### config.mk
export PLATFORM = sky130hd
export DESIGN_NAME = ser_tx_hold
export DESIGN_NICKNAME = d
export VERILOG_FILES = /design/src/rtl/sth_pkg.sv /design/src/rtl/sth_hold_reg.sv /design/src/rtl/sth_frame_data.sv /design/src/rtl/sth_sequencer.sv /design/src/rtl/ser_tx_hold.sv
export SDC_FILE = /design/constraint.sdc
export NUM_CORES = 1
export LEC_CHECK = 0
export ABC_AREA = 1
export BUFFER_PORTS_ARGS = -buffer_cell sky130_fd_sc_hd__buf_4
export CAP_MARGIN = 15
export CORE_MARGIN = 8
export CORE_UTILIZATION = 62
export CTS_CLUSTER_DIAMETER = 100
export DETAILED_ROUTE_END_ITERATION = 7
export GPL_TIMING_DRIVEN = 0
export PLACE_DENSITY = 0.84
export SLEW_MARGIN = 10
export SYNTH_ARGS = -nofsm -noshare
export SYNTH_HDL_FRONTEND = slang
export SYNTH_HIERARCHICAL = 1
export SYNTH_SLANG_ARGS = --single-unit
### constraint.sdc
create_clock -name clk -period 3.1 [get_ports clk]
set_clock_uncertainty 0.2 [all_clocks]
set_input_delay 0.31 -clock clk [delete_from_list [all_inputs] [get_ports clk]]
set_output_delay 0.31 -clock clk [all_outputs]
set_load 0.005 [all_outputs]
### src/rtl/sth_pkg.sv
package sth_pkg;

   typedef enum logic [2:0] {
      PH_IDLE  = 3'd0,
      PH_WAIT  = 3'd1,
      PH_START = 3'd2,
      PH_DATA  = 3'd3,
      PH_PAR   = 3'd4,
      PH_STOP  = 3'd5
   } tx_phase_t;

   typedef struct packed {
      logic len_short;
      logic par_en;
      logic par_odd;
      logic msb_first;
      logic two_stop;
   } tx_fmt_t;

endpackage

### src/rtl/sth_hold_reg.sv
module sth_hold_reg #(
   parameter int DATA_W = 8
) (
   input  logic              clk,
   input  logic              rst_n,
   input  logic              wr_en,
   input  logic [DATA_W-1:0] wr_data,
   input  logic              take,
   output logic [DATA_W-1:0] held_data,
   output logic              empty
);

   logic [DATA_W-1:0] data_q;
   logic              empty_q;

   always_ff @(posedge clk) begin
      if (!rst_n) begin
         data_q  <= '0;
         empty_q <= 1'b1;
      end else if (empty_q) begin
         if (wr_en) begin
            data_q  <= wr_data;
            empty_q <= 1'b0;
         end
      end else if (take) begin
         empty_q <= 1'b1;
      end
   end

   assign held_data = data_q;
   assign empty     = empty_q;

endmodule

### src/rtl/sth_frame_data.sv
module sth_frame_data
   import sth_pkg::*;
#(
   parameter int DATA_W = 8,
   localparam int IDX_W = $clog2(DATA_W)
) (
   input  logic              clk,
   input  logic              rst_n,
   input  logic              take,
   input  logic [DATA_W-1:0] held_data,
   input  tx_fmt_t           fmt_live,
   input  logic [IDX_W-1:0]  sel_idx,
   output logic              data_bit,
   output logic              par_bit
);

   logic [DATA_W-1:0] send_mask;
   logic [DATA_W-1:0] word_q;
   logic              par_q;

   for (genvar i = 0; i < DATA_W; i++) begin : g_mask
      if (i == DATA_W - 1) begin : g_top
         assign send_mask[i] = ~fmt_live.len_short;
      end else begin : g_low
         assign send_mask[i] = 1'b1;
      end
   end

   always_ff @(posedge clk) begin
      if (!rst_n) begin
         word_q <= '0;
         par_q  <= 1'b0;
      end else if (take) begin
         word_q <= held_data & send_mask;
         par_q  <= (^(held_data & send_mask)) ^ fmt_live.par_odd;
      end
   end

   assign data_bit = word_q[sel_idx];
   assign par_bit  = par_q;

endmodule

### src/rtl/sth_sequencer.sv
module sth_sequencer
   import sth_pkg::*;
#(
   parameter int DATA_W = 8,
   localparam int IDX_W = $clog2(DATA_W)
) (
   input  logic             clk,
   input  logic             rst_n,
   input  logic             baud_tick,
   input  logic             take,
   input  tx_fmt_t          fmt_live,
   input  logic             data_bit,
   input  logic             par_bit,
   output logic [IDX_W-1:0] sel_idx,
   output logic             ready,
   output logic             active,
   output logic             txd
);

   localparam logic [IDX_W-1:0] IDX_LAST_FULL  = IDX_W'(DATA_W - 1);
   localparam logic [IDX_W-1:0] IDX_LAST_SHORT = IDX_W'(DATA_W - 2);

   tx_phase_t        phase_q;
   tx_fmt_t          fmt_q;
   logic [IDX_W-1:0] idx_q;
   logic             stop_more_q;
   logic             txd_q;

   logic [IDX_W-1:0] top_idx;
   logic [IDX_W-1:0] first_idx;
   logic             last_data;
   logic             last_stop;

   assign top_idx   = fmt_q.len_short ? IDX_LAST_SHORT : IDX_LAST_FULL;
   assign first_idx = fmt_live.msb_first ? (fmt_live.len_short ? IDX_LAST_SHORT : IDX_LAST_FULL)
                                         : '0;
   assign last_data = fmt_q.msb_first ? (idx_q == '0) : (idx_q == top_idx);
   assign last_stop = (phase_q == PH_STOP) && !stop_more_q;
   assign ready     = (phase_q == PH_IDLE) || (last_stop && baud_tick);
   assign active    = (phase_q != PH_IDLE);

   always_comb begin
      sel_idx = idx_q;
      if (phase_q == PH_DATA) begin
         sel_idx = fmt_q.msb_first ? idx_q - 1'b1 : idx_q + 1'b1;
      end
   end

   always_ff @(posedge clk) begin
      if (!rst_n) begin
         phase_q     <= PH_IDLE;
         fmt_q       <= '0;
         idx_q       <= '0;
         stop_more_q <= 1'b0;
         txd_q       <= 1'b1;
      end else begin
         if (take) begin
            fmt_q <= fmt_live;
            idx_q <= first_idx;
         end
         unique case (phase_q)
            PH_IDLE: begin
               if (take) phase_q <= PH_WAIT;
            end
            PH_WAIT: begin
               if (baud_tick) begin
                  txd_q   <= 1'b0;
                  phase_q <= PH_START;
               end
            end
            PH_START: begin
               if (baud_tick) begin
                  txd_q   <= data_bit;
                  phase_q <= PH_DATA;
               end
            end
            PH_DATA: begin
               if (baud_tick) begin
                  if (last_data) begin
                     if (fmt_q.par_en) begin
                        txd_q   <= par_bit;
                        phase_q <= PH_PAR;
                     end else begin
                        txd_q       <= 1'b1;
                        stop_more_q <= fmt_q.two_stop;
                        phase_q     <= PH_STOP;
                     end
                  end else begin
                     txd_q <= data_bit;
                     idx_q <= sel_idx;
                  end
               end
            end
            PH_PAR: begin
               if (baud_tick) begin
                  txd_q       <= 1'b1;
                  stop_more_q <= fmt_q.two_stop;
                  phase_q     <= PH_STOP;
               end
            end
            PH_STOP: begin
               if (baud_tick) begin
                  if (stop_more_q) begin
                     stop_more_q <= 1'b0;
                  end else if (take) begin
                     txd_q   <= 1'b0;
                     phase_q <= PH_START;
                  end else begin
                     phase_q <= PH_IDLE;
                  end
               end
            end
            default: phase_q <= PH_IDLE;
         endcase
      end
   end

   assign txd = txd_q;

endmodule

### src/rtl/ser_tx_hold.sv
module ser_tx_hold
   import sth_pkg::*;
#(
   parameter int DATA_W = 8
) (
   input  logic              clk,
   input  logic              rst_n,
   input  logic              tx_enable,
   input  logic              irq_enable,
   input  logic              fmt_len7,
   input  logic              fmt_par_en,
   input  logic              fmt_par_odd,
   input  logic              fmt_msb_first,
   input  logic              fmt_two_stop,
   input  logic              baud_tick,
   input  logic              wr_en,
   input  logic [DATA_W-1:0] wr_data,
   output logic              hold_empty,
   output logic              irq,
   output logic              txd
);

   localparam int IDX_W = $clog2(DATA_W);

   if (DATA_W < 2 || DATA_W > 16) begin : g_bad_width
      $error("ser_tx_hold: DATA_W must lie in 2..16");
   end

   tx_fmt_t           fmt_live;
   logic [DATA_W-1:0] held_data;
   logic              empty;
   logic              take;
   logic              seq_ready;
   logic              tx_active;
   logic [IDX_W-1:0]  sel_idx;
   logic              data_bit;
   logic              par_bit;

   assign fmt_live = '{len_short: fmt_len7, par_en: fmt_par_en, par_odd: fmt_par_odd,
                       msb_first: fmt_msb_first, two_stop: fmt_two_stop};

   assign take = tx_enable && !empty && seq_ready;

   sth_hold_reg #(.DATA_W(DATA_W)) u_hold (
      .clk       (clk),
      .rst_n     (rst_n),
      .wr_en     (wr_en),
      .wr_data   (wr_data),
      .take      (take),
      .held_data (held_data),
      .empty     (empty)
   );

   sth_frame_data #(.DATA_W(DATA_W)) u_data (
      .clk       (clk),
      .rst_n     (rst_n),
      .take      (take),
      .held_data (held_data),
      .fmt_live  (fmt_live),
      .sel_idx   (sel_idx),
      .data_bit  (data_bit),
      .par_bit   (par_bit)
   );

   sth_sequencer #(.DATA_W(DATA_W)) u_seq (
      .clk       (clk),
      .rst_n     (rst_n),
      .baud_tick (baud_tick),
      .take      (take),
      .fmt_live  (fmt_live),
      .data_bit  (data_bit),
      .par_bit   (par_bit),
      .sel_idx   (sel_idx),
      .ready     (seq_ready),
      .active    (tx_active),
      .txd       (txd)
   );

   assign hold_empty = empty;
   assign irq        = irq_enable && empty;

endmodule

# --- Yosys cells after proc, flatten, opt, wreduce, memory -nomap -nowiden ---
# Cells that the tools add are included.
# Widths: inputs -> output; s select.
classes:
  n_addsub: 2
  n_lt_le_gt_ge: 1
  n_eq_ne: 16
  n_mux: 41
  bitwise: 3
  reduce_logical: 17
ops:
  columns: ["operator", "n"]
  rows:
  - ["$mux 3", 15]
  - ["$mux 1", 21]
  - ["$ne 2x2->1 const B", 9]
  - ["$pmux 3 s6", 1]
  - ["$reduce_and 8->1", 2]
  - ["$and 8x8->8", 1]
  - ["$reduce_xor 8->1", 1]
  - ["$eq 3x2->1 const B", 2]
  - ["$eq 3x3->1 const B", 2]
  - ["$logic_not 3->1", 2]
  - ["$reduce_and 6->1", 1]
  - ["$logic_and 1x1->1", 5]
  - ["$pmux 1 s5", 1]
  - ["$reduce_bool 5->1", 1]
  - ["$lt 3x4->1 const B", 1]
  - ["$add 3x1->3 const B", 1]
  - ["$bmux 1 s3", 1]
  - ["$eq 3x1->1 const B", 1]
  - ["$eq 3x3->1", 1]
  - ["$pmux 1 s3", 1]
  - ["$reduce_bool 3->1", 1]
  - ["$sub 3x1->3 const B", 1]
  - ["$logic_not 1->1", 2]
  - ["$mux 2", 1]
  - ["5 further kinds", 5]
word_totals:
  reg_bits: 30
  input_bits: 19

# --- Depth between registers and ports, before layout ---
logic_depth:
  ltp_word: 9
  mapped_depth: 14

# --- Hierarchy ---
# Netlist, hierarchy kept.
modules_own_cells:
  columns: ["mod", "n_inst", "cells_each", "area_per_inst_um2"]
  rows:
  - ["sth_sequencer", 1, 127, 868.3]
  - ["sth_frame_data", 1, 87, 539.3]
  - ["sth_hold_reg", 1, 54, 364.1]
  - ["ser_tx_hold", 1, 4, 15.0]

# --- Least setup slack after synthesis ---
# Ideal clock, no wire load.
synth_path:
  kind: "reg2reg"
  start: "reg u_seq.phase_q[0]"
  end: "reg u_seq.txd_q, in the netlist u_seq/txd"
  setup_time_ps: 115
  arrival_ps: 1755
  t_required_ps: 2785
  setup_slack_ps: 1030
  stages_incl_launch_ff: 12
  n_path_buf: 0
  path_cell_list: "dfxtp_1 -> nand3_1 -> o31ai_1 -> nand2_1 -> nor2_1 -> inv_1 -> nand3_1 -> nand3_1 -> nor2_1 -> nand2_1 -> a21oi_1 -> nand2_1"
synth_between:
  elab_chain_len: 7
synth_lines:
  columns: ["item", "line", "rtl"]
  rows:
  - ["start: declaration", "sth_sequencer.sv:23", "tx_phase_t phase_q;"]
  - ["start signal: assignment", "sth_sequencer.sv:51", "phase_q <= PH_IDLE;"]
  - ["start signal: assignment", "sth_sequencer.sv:63", "if (take) phase_q <= PH_WAIT;"]
  - ["start signal: assignment", "sth_sequencer.sv:68", "phase_q <= PH_START;"]
  - ["$eq 3x3->1", "sth_sequencer.sv:38", "assign last_stop = (phase_q == PH_STOP) && !stop_more_q;"]
  - ["$logic_and 1x1->1", "sth_sequencer.sv:38", null]
  - ["$logic_and 1x1->1", "sth_sequencer.sv:39", "assign ready = (phase_q == PH_IDLE) || (last_stop && baud_tick);"]
  - ["$logic_or 1x1->1 *", "sth_sequencer.sv:39", null]
  - ["named net seq_ready", "ser_tx_hold.sv:33", "logic seq_ready;"]
  - ["$logic_and 1x1->1 *", "ser_tx_hold.sv:42", "assign take = tx_enable && !empty && seq_ready;"]
  - ["named net take", "ser_tx_hold.sv:32", "logic take;"]
  - ["$ne 2x2->1 (no source line) *", null, null]
  - ["$reduce_and 8->1 (no source line) *", null, null]
  - ["end signal: assignment", "sth_sequencer.sv:73", "txd_q <= data_bit;"]
  - ["end signal: assignment", "sth_sequencer.sv:81", "txd_q <= par_bit;"]
  - ["end signal: assignment", "sth_sequencer.sv:89", "txd_q <= data_bit;"]
  - ["end: declaration", "sth_sequencer.sv:27", "logic txd_q;"]
# Mark *: on every way through the listed nets, which the timed path passes. The rest lies on a longest branch. The select of a mux whose other input is x is not followed.
# A chain may end at the register's enable or synchronous reset.

# --- Worst setup path after layout ---
# Ends and elaborated chain as after synthesis.

==> metrics.log <==
[metrics] Primary FF master, synth: sky130_fd_sc_hd__dfxtp_1
[metrics] number of rows created at floorplan: 19
[metrics] Final Slew Violations: 0
[metrics] sw frac: 0.389
[metrics] count of hold-fix buffers inserted at cts: 0
[metrics] buffer count from post-CTS setup fixing: 0
[metrics] endpoint of the worst hold-timing path: u_hold/held_data[7]$_SDFFE_PN0P_
[metrics] top cells by area, synth: sky130_fd_sc_hd__dfxtp_1, sky130_fd_sc_hd__nand2_1, sky130_fd_sc_hd__nor2_1
[metrics] Max Root-Sink Buffers: 2
[metrics] status: finished clean
[metrics] cell taking the most area after synthesis: sky130_fd_sc_hd__dfxtp_1
[metrics] clock-pin slew reported for the worst setup and hold paths after clock tree synthesis: 0.09 ns
[metrics] Die Height: 69.7 um
[metrics] FF-to-FF End: u_seq/txd$_SDFFE_PN1P_
[metrics] signal arrival time at the worst endpoint: 2.73 ns
[metrics] worst slack at placement: 0.426 ns
[metrics] Die Span X: 69.7 um
[metrics] cell with the most instances after synthesis: sky130_fd_sc_hd__nand2_1
[metrics] number of sinks on the clock net: 30
[metrics] Mapped Cells: 272
[metrics] Data required, critical path: 3.12 ns
[metrics] family of cells with the greatest summed delay on the critical path: simple AND/OR/NAND/NOR gates
[metrics] Yosys top cell area share: 0.336
[metrics] ANT nets after route: 0
[metrics] depth of the CTS H-tree: 2
[metrics] slowest cell on the critical path: sky130_fd_sc_hd__dfxtp_1
[metrics] critical-path cell list: nand3_1 -> o31ai_1 -> nand2_1 -> nor2_1 -> inv_1 -> nand3_1 -> nand3_1 -> nor2_1 -> nand2_1 -> a21oi_1 -> nand2_1
[metrics] diodes inserted: 0
[metrics] startpoint kind of the worst setup timing path: register
[metrics] setup_tns: 0 ns
[metrics] Static Leakage: 1.01 nW
[metrics] detailed-route vias per instance: 5.01
[metrics] period utilization: 0.874
[metrics] core footprint: 2760 um2
[metrics] switching power: 0.478 mW
[metrics] drt initial violations: 133
[metrics] ratio of total power to cell area: 595 nW/um2
[metrics] weighted congestion at the end of routability-driven global placement: 0.896
[metrics] post-synthesis cell area: 1790 um2
[metrics] share of total power in sequential cells: 0.410
[metrics] DP HPWL: 2800 um
[metrics] Tot GR Track Use: 0.163
[metrics] initial cell density of the core: 0.648
[metrics] leading post-synthesis cells by instance count: sky130_fd_sc_hd__nand2_1, sky130_fd_sc_hd__nor2_1, sky130_fd_sc_hd__inv_1
[metrics] filler cell count in the final layout: 240
[metrics] Worst-Margin Slew: 0.551 ns
[metrics] Max-Cap Viols: 0
[metrics] final count of negative-setup-slack endpoints: 0
[metrics] syn avg cell area: 6.57 um2
[metrics] Worst Hold Depth: 3
[metrics] Achievable Freq: 369 MHz
[metrics] max_slew headroom: 0.631
[metrics] smallest setup slack after layout: 0.390 ns
[metrics] worst IR drop on VDD: 0.554 mV
[metrics] WP buf/inv: 1
[metrics] number of flops mapped to enable cells by yosys: 0
[metrics] cell chosen for the clock root: sky130_fd_sc_hd__clkbuf_4
[metrics] HP Class: input pin to register
[metrics] Yosys cell types: 34
[metrics] wire length of the first global-routing pass: 6710 um
[metrics] beginning of the worst register-to-register path: u_seq/phase_q[0]$_SDFFE_PN0P_
[metrics] worst min-delay path startpoint: wr_data[7]
[metrics] TritonCTS clock tree: built
[metrics] vias in the first global route: 1627
[metrics] highest fanout seen on the critical path: 10
[metrics] classification of the worst setup path: register to register
[metrics] setup repair after global routing missed its margin: false
[metrics] clock power share: 0.183
[metrics] endpoint kind of the worst setup timing path: register
[metrics] total grt overflow: 0
[metrics] number of warnings reported in the yosys synthesis log: 6
[metrics] post-synthesis to final-layout area growth: 15.5%
[metrics] flop-to-flop setup slack: 0.39 ns
[metrics] number of register bits inferred by synthesis: 30
[metrics] share of synthesized area occupied by flip-flops and latches: 0.336
[metrics] syn nets: 292
[metrics] fraction of final layout cells with drive strength greater than 1: 0.195
[metrics] Gates resized, CTS repair: 0
[metrics] endpoints failing hold: 0
[metrics] quantity of I/O buffers inserted on ports: 21
[metrics] critical path's largest stage delay: 0.51 ns
[metrics] I/O pin count: 22
[metrics] largest net degree at the start of global routing: 13
[metrics] min cycle time layout: 2.71 ns
[metrics] vias post-DR: 1669
[metrics] count of cells along the worst register-to-register path: 11
[metrics] number of antenna violations at the first check in global routing: 0
[metrics] share of synthesized flip-flops with an asynchronous set or reset: 0
[metrics] DR WL/cell: 11.4 um
[metrics] share of total power in combinational logic: 0.407
[metrics] die footprint: 4860 um2
[metrics] Internal Power: 0.751 mW
[metrics] total clock buffers created by CTS: 5
[metrics] TritonRoute pass-1 iters: 4
[metrics] residual DRC count: 0
[metrics] worst-skew pair later-pin latency: 0.32 ns
[metrics] Routed Wire Length: 3810 um
[metrics] final net count: 323
==> worst min-delay path, cell delays in order <==
cell	delay (ns)
sky130_fd_sc_hd__buf_4	0.08
sky130_fd_sc_hd__nor2_1	0.03
sky130_fd_sc_hd__nor2_1	0.08
==> power by group through the flow <==
| stage | logic (mW) | registers (mW) | clock network, mW |
|---|---|---|---|
| 2_1_floorplan | 0.394 | 0.501 | 0 |
| 3_3_place_gp | 0.487 | 0.511 | 0 |
| 3_5_place_dp | 0.494 | 0.511 | 0 |
| 4_1_cts | 0.498 | 0.503 | 0.232 |
| 5_1_grt | 0.573 | 0.512 | 0.250 |
| 6_report | 0.500 | 0.504 | 0.225 |
==> per-stage QoR <==
| stage | power (mW) | utilization | cell area, um2 | std cells | hold slack (ns) |
|---|---|---|---|---|---|
| 2_1_floorplan | 0.895 | - | 1790 | 272 | 0.242 |
| 3_3_place_gp | 0.998 | 0.719 | 1980 | 324 | 0.262 |
| 3_5_place_dp | 1.01 | 0.719 | 1980 | 324 | 0.271 |
| 4_1_cts | 1.23 | 0.738 | 2030 | 330 | 0.000632 |
| 5_1_grt | 1.34 | 0.749 | 2060 | 333 | 0.00458 |
| 6_report | 1.23 | 0.749 | 2060 | 333 | 0.0111 |
==> area by class of cell <==
class	count	area (um2)	share of cell area
inverters	38	150	0.0727
multi-input cells	198	983	0.476
well taps	31	38.8	0.0188
clock buffers	6	51.3	0.0248
plain buffers	6	52.6	0.0255
flip-flops and latches	30	601	0.291
repair buffers	24	188	0.0909
==> flip-flops by register name, summed over array words and instances, names as in the netlist <==
register,flops
u_data/par_bit,1
u_data/word_q,8
u_hold/empty,1
u_hold/held_data,8
u_seq/fmt_q,4
u_seq/idx_q,3
u_seq/phase_q,3
u_seq/stop_more_q,1
u_seq/txd,1
==> cell usage in the layout, fill, tap and decap left out, types with 5 or more instances in the layout <==
cell type / count
sky130_fd_sc_hd__dfxtp_1: 30
sky130_fd_sc_hd__a21oi_1: 13
sky130_fd_sc_hd__clkbuf_4: 5
sky130_fd_sc_hd__nor2_1: 43
sky130_fd_sc_hd__inv_2: 5
sky130_fd_sc_hd__nand2_1: 79
sky130_fd_sc_hd__inv_1: 31
sky130_fd_sc_hd__nand3_1: 8
sky130_fd_sc_hd__nand2_2: 6
sky130_fd_sc_hd__o21ai_0: 17
sky130_fd_sc_hd__buf_4: 22
==> cells by family after synthesis <==
logic type      Yosys count  share of synthesized area
compound gates           41                      0.125
xor+xnor                  3                     0.0147
fa+ha+maj                 1                     0.0112
buf+inv                  44                      0.113
flops                    30                      0.336
mux                       1                    0.00560
simple gates            152                      0.394
==> layer usage <==
| metal | up-vias | routed length [um] | GRT usage |
|---|---|---|---|
| met2 | 28 | 1890 | 0.294 |
| met1 | 723 | 1680 | 0.168 |
| li1 | 911 | - | - |
| met5 | - | 0 | 0 |
| met3 | 7 | 160 | 0.0529 |
| met4 | 0 | 81 | 0.0714 |
==> worst max-delay path by stage <==
stage / startpoint / end / slack [ns] / cells past startpoint
after CTS: u_seq/phase_q[0]$_SDFFE_PN0P_ / u_seq/txd$_SDFFE_PN1P_ / 0.41 / 11
after global placement: u_seq/phase_q[0]$_SDFFE_PN0P_ / u_seq/txd$_SDFFE_PN1P_ / 0.42 / 11
after floorplan: u_seq/phase_q[0]$_SDFFE_PN0P_ / u_seq/txd$_SDFFE_PN1P_ / 1.03 / 11
after global routing: u_seq/phase_q[0]$_SDFFE_PN0P_ / u_seq/txd$_SDFFE_PN1P_ / 0.14 / 11
after detailed placement: u_seq/phase_q[0]$_SDFFE_PN0P_ / u_seq/txd$_SDFFE_PN1P_ / 0.43 / 11
final: u_seq/phase_q[0]$_SDFFE_PN0P_ / u_seq/txd$_SDFFE_PN1P_ / 0.39 / 11
No activity file was read; power rests on OpenSTA's default activity.
